==> config.mk <==
export PLATFORM = sky130hd
export DESIGN_NAME = anc_admit_filter
export DESIGN_NICKNAME = d
export VERILOG_FILES = /design/src/rtl/anc_filt_pkg.sv /design/src/rtl/anc_filt_cfg.sv /design/src/rtl/anc_filt_match.sv /design/src/rtl/anc_filt_core.sv /design/src/rtl/anc_admit_filter.sv
export SDC_FILE = /design/constraint.sdc
export NUM_CORES = 1
export LEC_CHECK = 0
export BUFFER_PORTS_ARGS = -buffer_cell sky130_fd_sc_hd__buf_2
export CORE_MARGIN = 3
export CORE_UTILIZATION = 45
export CTS_CLUSTER_DIAMETER = 50
export DETAILED_ROUTE_END_ITERATION = 10
export GPL_ROUTABILITY_DRIVEN = 0
export PLACE_DENSITY = 0.74
export REMOVE_ABC_BUFFERS = 1
export SYNTH_ARGS = -nofsm -noshare
export SYNTH_HDL_FRONTEND = slang
export SYNTH_HIERARCHICAL = 1
export SYNTH_SLANG_ARGS = --single-unit
==> constraint.sdc <==
create_clock -name clk -period 3.5 [get_ports clk]
set_input_delay 0.175 -clock clk [delete_from_list [all_inputs] [get_ports clk]]
set_output_delay 0.175 -clock clk [all_outputs]
set_load 0.005 [all_outputs]
==> src/rtl/anc_filt_pkg.sv <==
package anc_filt_pkg;
  localparam int ANC_W = 10;
  localparam int ID_W  = 8;
  localparam int SUM_W = ANC_W - 1;

  typedef enum logic [2:0] {
    ST_SEEK, ST_DID, ST_SDID, ST_REPLAY, ST_DC, ST_USER, ST_CSUM
  } anc_state_e;

  typedef struct packed {
    logic [ID_W-1:0] did_id;
    logic [ID_W-1:0] sdid_id;
    logic [ID_W-1:0] did_mask;
    logic [ID_W-1:0] sdid_mask;
    logic            par_ign;
  } anc_cfg_t;

  function automatic logic word_par_ok(input logic [ANC_W-1:0] w);
    return (w[ID_W] == ^w[ID_W-1:0]) && (w[ANC_W-1] != w[ID_W]);
  endfunction
endpackage

==> src/rtl/anc_filt_cfg.sv <==
module anc_filt_cfg
  import anc_filt_pkg::*;
(
  input  logic     clk,
  input  logic     rst_n,
  input  logic     we,
  input  anc_cfg_t cfg_in,
  output anc_cfg_t cfg_q
);
  always_ff @(posedge clk) begin
    if (!rst_n) begin
      cfg_q.did_id    <= '0;
      cfg_q.sdid_id   <= '0;
      cfg_q.did_mask  <= '1;
      cfg_q.sdid_mask <= '1;
      cfg_q.par_ign   <= 1'b0;
    end else if (we) begin
      cfg_q <= cfg_in;
    end
  end

  // configuration only changes on a load
  p_cfg_hold_r4: assert property (@(posedge clk) disable iff (!rst_n)
    !we |=> $stable(cfg_q));
endmodule

==> src/rtl/anc_filt_match.sv <==
module anc_filt_match
  import anc_filt_pkg::*;
(
  input  logic             clk,
  input  logic             rst_n,
  input  logic [ANC_W-1:0] word,
  input  logic [ID_W-1:0]  id,
  input  logic [ID_W-1:0]  mask,
  input  logic             par_ign,
  output logic             hit
);
  logic id_eq;
  logic par_good;

  assign id_eq    = ((word[ID_W-1:0] ^ id) & ~mask) == '0;
  assign par_good = par_ign || word_par_ok(word);
  assign hit      = id_eq && par_good;

  // a zero mask admits only the exact identifier
  p_exact_when_unmasked_r2: assert property (@(posedge clk) disable iff (!rst_n)
    (mask == '0 && hit) |-> (word[ID_W-1:0] == id));
endmodule

==> src/rtl/anc_filt_core.sv <==
module anc_filt_core
  import anc_filt_pkg::*;
#(
  parameter int CNT_W = 8
) (
  input  logic             clk,
  input  logic             rst_n,
  input  logic [ANC_W-1:0] s_data,
  input  logic             s_valid,
  output logic             s_ready,
  output logic [ANC_W-1:0] m_data,
  output logic             m_valid,
  input  logic             m_ready,
  output logic [ANC_W-1:0] did_word,
  input  logic             hit_did,
  input  logic             hit_sdid,
  output logic             cs_err
);
  localparam logic [ANC_W-1:0] PRE_LO = '0;
  localparam logic [ANC_W-1:0] PRE_HI = '1;
  localparam int               RPL_LAST = 4;

  anc_state_e       st_q;
  logic [1:0]       pre_q;
  logic [ANC_W-1:0] did_q, sdid_q;
  logic [SUM_W-1:0] sum_q, sum_nxt;
  logic [CNT_W-1:0] cnt_q;
  logic [2:0]       rix_q;
  logic             admit_q, err_q;
  logic             s_fire, m_fire, body;
  logic [ANC_W-1:0] cs_exp;

  assign did_word = did_q;
  assign cs_err   = err_q;
  assign s_fire   = s_valid && s_ready;
  assign m_fire   = m_valid && m_ready;
  assign sum_nxt  = sum_q + s_data[SUM_W-1:0];
  assign cs_exp   = {~sum_q[SUM_W-1], sum_q};
  assign body     = (st_q == ST_DC) || (st_q == ST_USER) || (st_q == ST_CSUM);

  always_comb begin
    s_ready = 1'b1;
    m_valid = 1'b0;
    m_data  = s_data;
    if (st_q == ST_REPLAY) begin
      s_ready = 1'b0;
      m_valid = 1'b1;
      case (rix_q)
        3'd0:    m_data = PRE_LO;
        3'd1,
        3'd2:    m_data = PRE_HI;
        3'd3:    m_data = did_q;
        default: m_data = sdid_q;
      endcase
    end else if (body) begin
      s_ready = admit_q ? m_ready : 1'b1;
      m_valid = admit_q && s_valid;
    end
  end

  always_ff @(posedge clk) begin
    if (!rst_n) begin
      st_q    <= ST_SEEK;
      pre_q   <= '0;
      did_q   <= '0;
      sdid_q  <= '0;
      sum_q   <= '0;
      cnt_q   <= '0;
      rix_q   <= '0;
      admit_q <= 1'b0;
      err_q   <= 1'b0;
    end else begin
      err_q <= 1'b0;
      case (st_q)
        ST_SEEK: if (s_fire) begin
          if (s_data == PRE_LO) pre_q <= 2'd1;
          else if (s_data == PRE_HI && pre_q == 2'd1) pre_q <= 2'd2;
          else if (s_data == PRE_HI && pre_q == 2'd2) begin
            pre_q <= '0;
            st_q  <= ST_DID;
          end else pre_q <= '0;
        end
        ST_DID: if (s_fire) begin
          did_q <= s_data;
          sum_q <= s_data[SUM_W-1:0];
          st_q  <= ST_SDID;
        end
        ST_SDID: if (s_fire) begin
          sdid_q  <= s_data;
          sum_q   <= sum_nxt;
          rix_q   <= '0;
          admit_q <= hit_did && hit_sdid;
          st_q    <= (hit_did && hit_sdid) ? ST_REPLAY : ST_DC;
        end
        ST_REPLAY: if (m_fire) begin
          if (rix_q == 3'(RPL_LAST)) st_q <= ST_DC;
          else rix_q <= rix_q + 3'd1;
        end
        ST_DC: if (s_fire) begin
          sum_q <= sum_nxt;
          cnt_q <= s_data[CNT_W-1:0];
          st_q  <= (s_data[CNT_W-1:0] == '0) ? ST_CSUM : ST_USER;
        end
        ST_USER: if (s_fire) begin
          sum_q <= sum_nxt;
          cnt_q <= cnt_q - 1'b1;
          if (cnt_q == CNT_W'(1)) st_q <= ST_CSUM;
        end
        ST_CSUM: if (s_fire) begin
          err_q <= (s_data != cs_exp);
          st_q  <= ST_SEEK;
        end
        default: st_q <= ST_SEEK;
      endcase
    end
  end

  // nothing is written while the preamble and identifiers are collected
  p_hunt_quiet_r1: assert property (@(posedge clk) disable iff (!rst_n)
    (st_q == ST_SEEK || st_q == ST_DID || st_q == ST_SDID) |-> (!m_valid && s_ready));
  // replay output holds under back-pressure
  p_replay_hold_r9: assert property (@(posedge clk) disable iff (!rst_n)
    (st_q == ST_REPLAY && !m_ready) |=> (m_valid && $stable(m_data)));
  // input is stalled during replay
  p_replay_stall_r9: assert property (@(posedge clk) disable iff (!rst_n)
    (st_q == ST_REPLAY) |-> !s_ready);
  // a rejected body never writes and never stalls
  p_reject_silent_r7: assert property (@(posedge clk) disable iff (!rst_n)
    (body && !admit_q) |-> (!m_valid && s_ready));
  // an error pulse only follows an accepted checksum word
  p_err_after_csum_r8: assert property (@(posedge clk) disable iff (!rst_n)
    err_q |-> $past(st_q == ST_CSUM && s_fire));
endmodule

==> src/rtl/anc_admit_filter.sv <==
module anc_admit_filter
  import anc_filt_pkg::*;
#(
  parameter int CNT_W = 8
) (
  input  logic             clk,
  input  logic             rst_n,
  input  logic             cfg_we,
  input  logic [ID_W-1:0]  cfg_did_id,
  input  logic [ID_W-1:0]  cfg_sdid_id,
  input  logic [ID_W-1:0]  cfg_did_mask,
  input  logic [ID_W-1:0]  cfg_sdid_mask,
  input  logic             cfg_par_ignore,
  input  logic [ANC_W-1:0] s_data,
  input  logic             s_valid,
  output logic             s_ready,
  output logic [ANC_W-1:0] m_data,
  output logic             m_valid,
  input  logic             m_ready,
  output logic             cs_err
);
  localparam int N_ID = 2;

  anc_cfg_t         cfg_in, cfg_q;
  logic [ANC_W-1:0] did_word;
  logic [ANC_W-1:0] cmp_word [N_ID];
  logic [ID_W-1:0]  cmp_id   [N_ID];
  logic [ID_W-1:0]  cmp_mask [N_ID];
  logic [N_ID-1:0]  hit;

  assign cfg_in = '{did_id: cfg_did_id, sdid_id: cfg_sdid_id,
                    did_mask: cfg_did_mask, sdid_mask: cfg_sdid_mask,
                    par_ign: cfg_par_ignore};

  anc_filt_cfg u_cfg (
    .clk(clk), .rst_n(rst_n), .we(cfg_we), .cfg_in(cfg_in), .cfg_q(cfg_q)
  );

  assign cmp_word[0] = did_word;
  assign cmp_id[0]   = cfg_q.did_id;
  assign cmp_mask[0] = cfg_q.did_mask;
  assign cmp_word[1] = s_data;
  assign cmp_id[1]   = cfg_q.sdid_id;
  assign cmp_mask[1] = cfg_q.sdid_mask;

  for (genvar k = 0; k < N_ID; k++) begin : g_match
    anc_filt_match u_match (
      .clk(clk), .rst_n(rst_n), .word(cmp_word[k]), .id(cmp_id[k]),
      .mask(cmp_mask[k]), .par_ign(cfg_q.par_ign), .hit(hit[k])
    );
  end

  anc_filt_core #(.CNT_W(CNT_W)) u_core (
    .clk(clk), .rst_n(rst_n),
    .s_data(s_data), .s_valid(s_valid), .s_ready(s_ready),
    .m_data(m_data), .m_valid(m_valid), .m_ready(m_ready),
    .did_word(did_word), .hit_did(hit[0]), .hit_sdid(hit[1]),
    .cs_err(cs_err)
  );
endmodule

-- Word level (Yosys, flattened, before mapping)
Cells that the tools add are included.
- register bits: 80
- word-level logic and storage cells: 125
- output and inout bits: 13
- bits of input ports: 48
- reductions and logical operators: 35
- bitwise operators: 7
- equality and inequality tests: 33
- muxes and demuxes: 33
- add/subtract/negate cells: 3
- operator list (operator ; number):
    3-bit two-way mux ; 15
    10-bit one-hot mux with 3 select lines ; 1
    8-bit logical NOT ; 3
    3-bit one-hot mux with 7 select lines ; 1
    9-bit two-way mux ; 2
    2-bit by 1-bit != test with 1-bit output (second input constant) ; 9
    9-bit one-hot mux with 2 select lines ; 1
    8-bit bitwise AND ; 2
    8-bit two-way mux ; 2
    8-bit inverter ; 2
    8-bit one-hot mux with 2 select lines ; 1
    8-bit XOR reduction ; 2
    8-bit XOR ; 2
    3-bit by 2-bit == test with 1-bit output (second input constant) ; 4
    3-bit == test (second input constant) ; 4
    12-bit AND reduction ; 1
    10-bit == test (second input constant) ; 1
    1-bit logical AND ; 10
    10-bit logical NOT ; 1
    10-bit two-way mux ; 1
    10-bit != test ; 1
    2-bit != test (second input constant) ; 5
    9-bit adder ; 1
    3-bit AND reduction ; 3
    other kinds (19) ; 36

-- Depth between registers and ports, before layout
- depth in word-level cells: 9
- gate-level depth with buffers: 9
- depth with buffers taken out: 9

-- By module
Netlist, hierarchy kept.
- modules (own cells, without submodules) (module ; sequential area each (um2) ; area an instance (um2) ; cells an instance ; instances):
    anc_filt_core ; 940.9 ; 2922.8 ; 389 ; 1
    anc_filt_cfg ; 660.6 ; 1231.2 ; 106 ; 1
    anc_filt_match ; 0.0 ; 192.7 ; 24 ; 2

-- Worst setup path before layout
Ideal clock, no wire load.
- path kind: register to register
- start: register u_core.sum_q[0]
- end: register u_core.sum_q[8]
- path buffers: 0
- cell stages (with the launch flop): 8
- arrival time: 1.870 ns
- slack: 1.537 ns
- library setup time: 0.092 ns
- clock period less this slack: 1.963 ns
- required time: 3.408 ns
- cell sequence: dfxtp_1 ha_1 fa_1 a211oi_1 o21ai_0 nand2_1 mux2_2 o32ai_1
- longest elaborated chain between the ends: 3
- RTL lines (what ; line ; RTL):
    start, declared ; anc_filt_core.sv:26 ; logic [SUM_W-1:0] sum_q, sum_nxt;
    start signal, assigned ; anc_filt_core.sv:85 ; sum_q <= s_data[SUM_W-1:0];
    start signal, assigned ; anc_filt_core.sv:90 ; sum_q <= sum_nxt;
    start signal, assigned ; anc_filt_core.sv:100 ; sum_q <= sum_nxt;
    9-bit adder ; anc_filt_core.sv:37 ; assign sum_nxt = sum_q + s_data[SUM_W-1:0];
    9-bit two-way mux ; anc_filt_core.sv:88, anc_filt_core.sv:99, anc_filt_core.sv:104 ;
    9-bit one-hot mux with 2 select lines ; anc_filt_core.sv:74 ; case (st_q)
Every way passes these cells. The select of a mux whose other input is x is not followed.
A chain may end at the register's enable or synchronous reset.

-- Worst setup path after layout
- start: register u_core.rix_q[0]
- end: output m_data[4]
- longest elaborated chain between the ends: 4
- elaborated cells on any way between the ends: 7
- those cells by class: eq/ne: 3; mux: 2; reduce/logical: 2
- RTL lines (what ; line ; RTL):
    start, declared ; anc_filt_core.sv:28 ; logic [2:0] rix_q;
    start signal, assigned ; anc_filt_core.sv:97 ; else rix_q <= rix_q + 3'd1;
    3-bit by 1-bit == test with 1-bit output or 3-bit by 2-bit == test with 1-bit output (tied branches) ; anc_filt_core.sv:48 ; case (rix_q)
    2-bit OR reduction ; anc_filt_core.sv:48 ;
    10-bit one-hot mux with 3 select lines (*) ; anc_filt_core.sv:48 ;
    10-bit two-way mux (*) ; anc_filt_core.sv:45 ; if (st_q == ST_REPLAY) begin
    end, declared ; anc_admit_filter.sv:17 ; output logic [ANC_W-1:0] m_data,
Every way passes the cells marked *; elsewhere a longest branch is shown, timed or not.

==> impl_metrics.py <==
metrics = {
    "status": {
        "status": "finished, final reports clean",
    },
    "layout": {
        "nets": 656,
        "finalNonFillerCells": 730,
        "final_area_sq_um": 5057,
        "final_core_util_pct": 51.74,
        "area_delta_synth_final_pct": 11.41,
        "antenna_cells": 0,
        "drive_gt1_share_pct": 14.41,
    },
    "critical_path": {
        "critical_path_class": "reg -> out",
        "crit_path_start_kind": "register",
        "crit_required_ps": 3320,
        "worst_setup_path_end_kind": "output port",
        "path_max_fanout": 11,
        "worstPathArrival_ps": 2480,
        "r2r_slack_ps": 1250,
    },
    "timing": {
        "tightest_slew_ps": 932.8,
        "finClkSkew_ps": 9.264,
        "layout_min_cycle_time_ps": 2654,
        "finalHoldViolCount": 0,
        "setup_viol": 0,
        "rsz0062_at_grt": "false",
        "fin_crit_sh_pct": 75.83,
        "max_freq_mhz": 376.8,
        "slew_headroom_pct": 37.00,
        "slew_viol_final": 0,
        "setup_tns_ps": 0,
    },
    "pwr": {
        "cellLeakagePower_nw": 1.914,
        "power_mw": 2.102,
        "power_density_nw_per_um2": 415.7,
        "vdd_drop_max_uv": 227.9,
    },
    "drt": {
        "routed_via_density": 5.770,
        "dr.pass1.iters": 4,
        "finalWirelength_um": 11990,
        "route.detailed.drc": 0,
        "via_count": 4212,
        "wl_per_cell_um": 16.43,
        "drt-initial-drc-count": 334,
        "ant_nets": 0,
    },
    "clocking": {
        "htreeDepth": 3,
        "insertion_delay_ps": 360,
        "post_cts_buffers": 0,
        "cts.path.max_buffers": 2,
        "cts_root_buffer": "clkbuf_8",
        "holdBufCountCts": 0,
        "clkSinkCount": 80,
        "cts_buffers": 9,
        "cts_tree": "done",
        "clk_pin_slew_ps": 90,
        "post_cts_resized": 0,
    },
    "flow_run": {
        "drv_cap": 0,
    },
    "global_routing": {
        "gr-total-overflow": 0,
        "grt_usage_pct": 21.23,
        "grt_pass1_wl_um": 19400,
        "antenna_found_initial": 0,
        "grt_pass1_vias": 4016,
        "grt_max_degree": 46,
    },
    "die": {
        "start_util_pct": 46.44,
        "dieArea_sq_um": 11330,
        "core-area_sq_um": 9774,
        "die_width_um": 106.4,
        "fp.dieH_um": 106.4,
        "num_rows": 36,
        "ios": 61,
    },
    "yosys": {
        "synth.cell_area_sq_um": 4539,
        "synthCells": 543,
        "yosys.area.top_type": "dfxtp_1",
        "syn_area_per_cell_sq_um": 8.360,
        "synthTopCellsByArea": "dfxtp_1, mux2i_1, nand2_1",
        "synth_cell_type_count": 61,
        "synthTopCellsByCount": "nand2_1, dfxtp_1, a21oi_1, nor2_1, mux2i_1",
        "ys_seq_area_share_pct": 35.28,
        "synth_top_area_share_pct": 35.28,
        "yosysMostFrequentCell": "nand2_1",
        "ys.flop_type": "dfxtp_1",
        "ys_ff_latch": 80,
        "ys_warn_count": 6,
        "synth_edf_count": 0,
        "async_reset_ff_share_pct": 0,
    },
    "placed_design": {
        "dp.cells": 714,
        "portBuffers": 60,
        "placed_cell_area_sq_um": 4868,
        "dp_hpwl_um": 8310,
    },
    "min_path": {
        "hold_path.class": "in -> reg",
    },
}
[cells in the final DEF (no fill, tap or decap), drive strengths merged, types with 13 or more instances in the layout]
cell and count:
nand2 85, dfxtp 80, buf 61, a21oi 55
nor2 39, mux2i 38, xnor2 31, nor2b 22
o21ai 21, ha 15, inv 13
[logic make-up (layout without fill, tap and decap cells)]
logic type / Yosys count / after routing / share of synthesized area, %
buf+inv: 34 / 88 / 4.107
fa+ha+maj: 16 / 16 / 4.576
compound gates: 139 / 139 / 19.18
flops: 80 / 80 / 35.28
mux: 40 / 40 / 8.875
xor+xnor: 33 / 33 / 6.367
simple gates: 201 / 201 / 21.61
[area by class of cell]
cell class	instances	area [sq um]
Multi-Input combinational cell	429	2751
Clock inverter	6	51.30
Fill cell	930	4717
Timing Repair Buffer	61	307.8
Sequential cell	80	1602
Tap cell	133	166.4
Clock buffer	10	137.6
Inverter	11	41.29
[final timing paths]
kind / depth (start not counted) / to / from
worst max-delay path: 6 / m_data[4] / u_core/rix_q[0]
worst min-delay path: 3 / u_cfg/cfg_q[8] / cfg_sdid_mask[7]
worst max register to register: 9 / u_core/st_q[0] / u_core/did_word[2]
worst min register to register: 2 / u_core/sdid_q[2] / u_core/sdid_q[2]
[state kept, by name (all words and copies together), names as in the netlist]
name	flops
u_cfg/cfg_q	33
u_core/admit_q	1
u_core/cnt_q	8
u_core/cs_err	1
u_core/did_word	10
u_core/pre_q	2
u_core/rix_q	3
u_core/sdid_q	10
u_core/st_q	3
u_core/sum_q	9
[power by group]
| group | internal (mW) | switching, mW | leakage, nW |
|---|---|---|---|
| Sequential | 0.960 | 0.0513 | 0.653 |
| Combinational | 0.181 | 0.245 | 1.17 |
| Clock | 0.287 | 0.378 | 0.0875 |
[metrics by stage]
stage | worst slack (ps) | hold WS (ps)
finish | 846.0 | 33.78
global route | 646.0 | 29.36
CTS | 873.3 | 22.38
detailed placement | 1195 | 395.5
global placement | 1309 | 392.9
floorplan | 1532 | 236.9
[critical path, cell delays in order, from the launching register on]
cell	delay (ps)
dfxtp_1	360
ha_1	220
ha_1	320
a21oi_1	690
a22oi_1	140
a21oi_1	240
buf_2	150
[routing by layer]
metal | track usage (%) | vias up | share of wire, %
met5 | 0 | - | 0
met4 | 6.849 | 0 | 1.4
met3 | 5.222 | 16 | 7.4
met2 | 34.16 | 162 | 46
met1 | 28.05 | 1997 | 46
li1 | - | 2037 | -
Power figures use the tool's default switching activity.
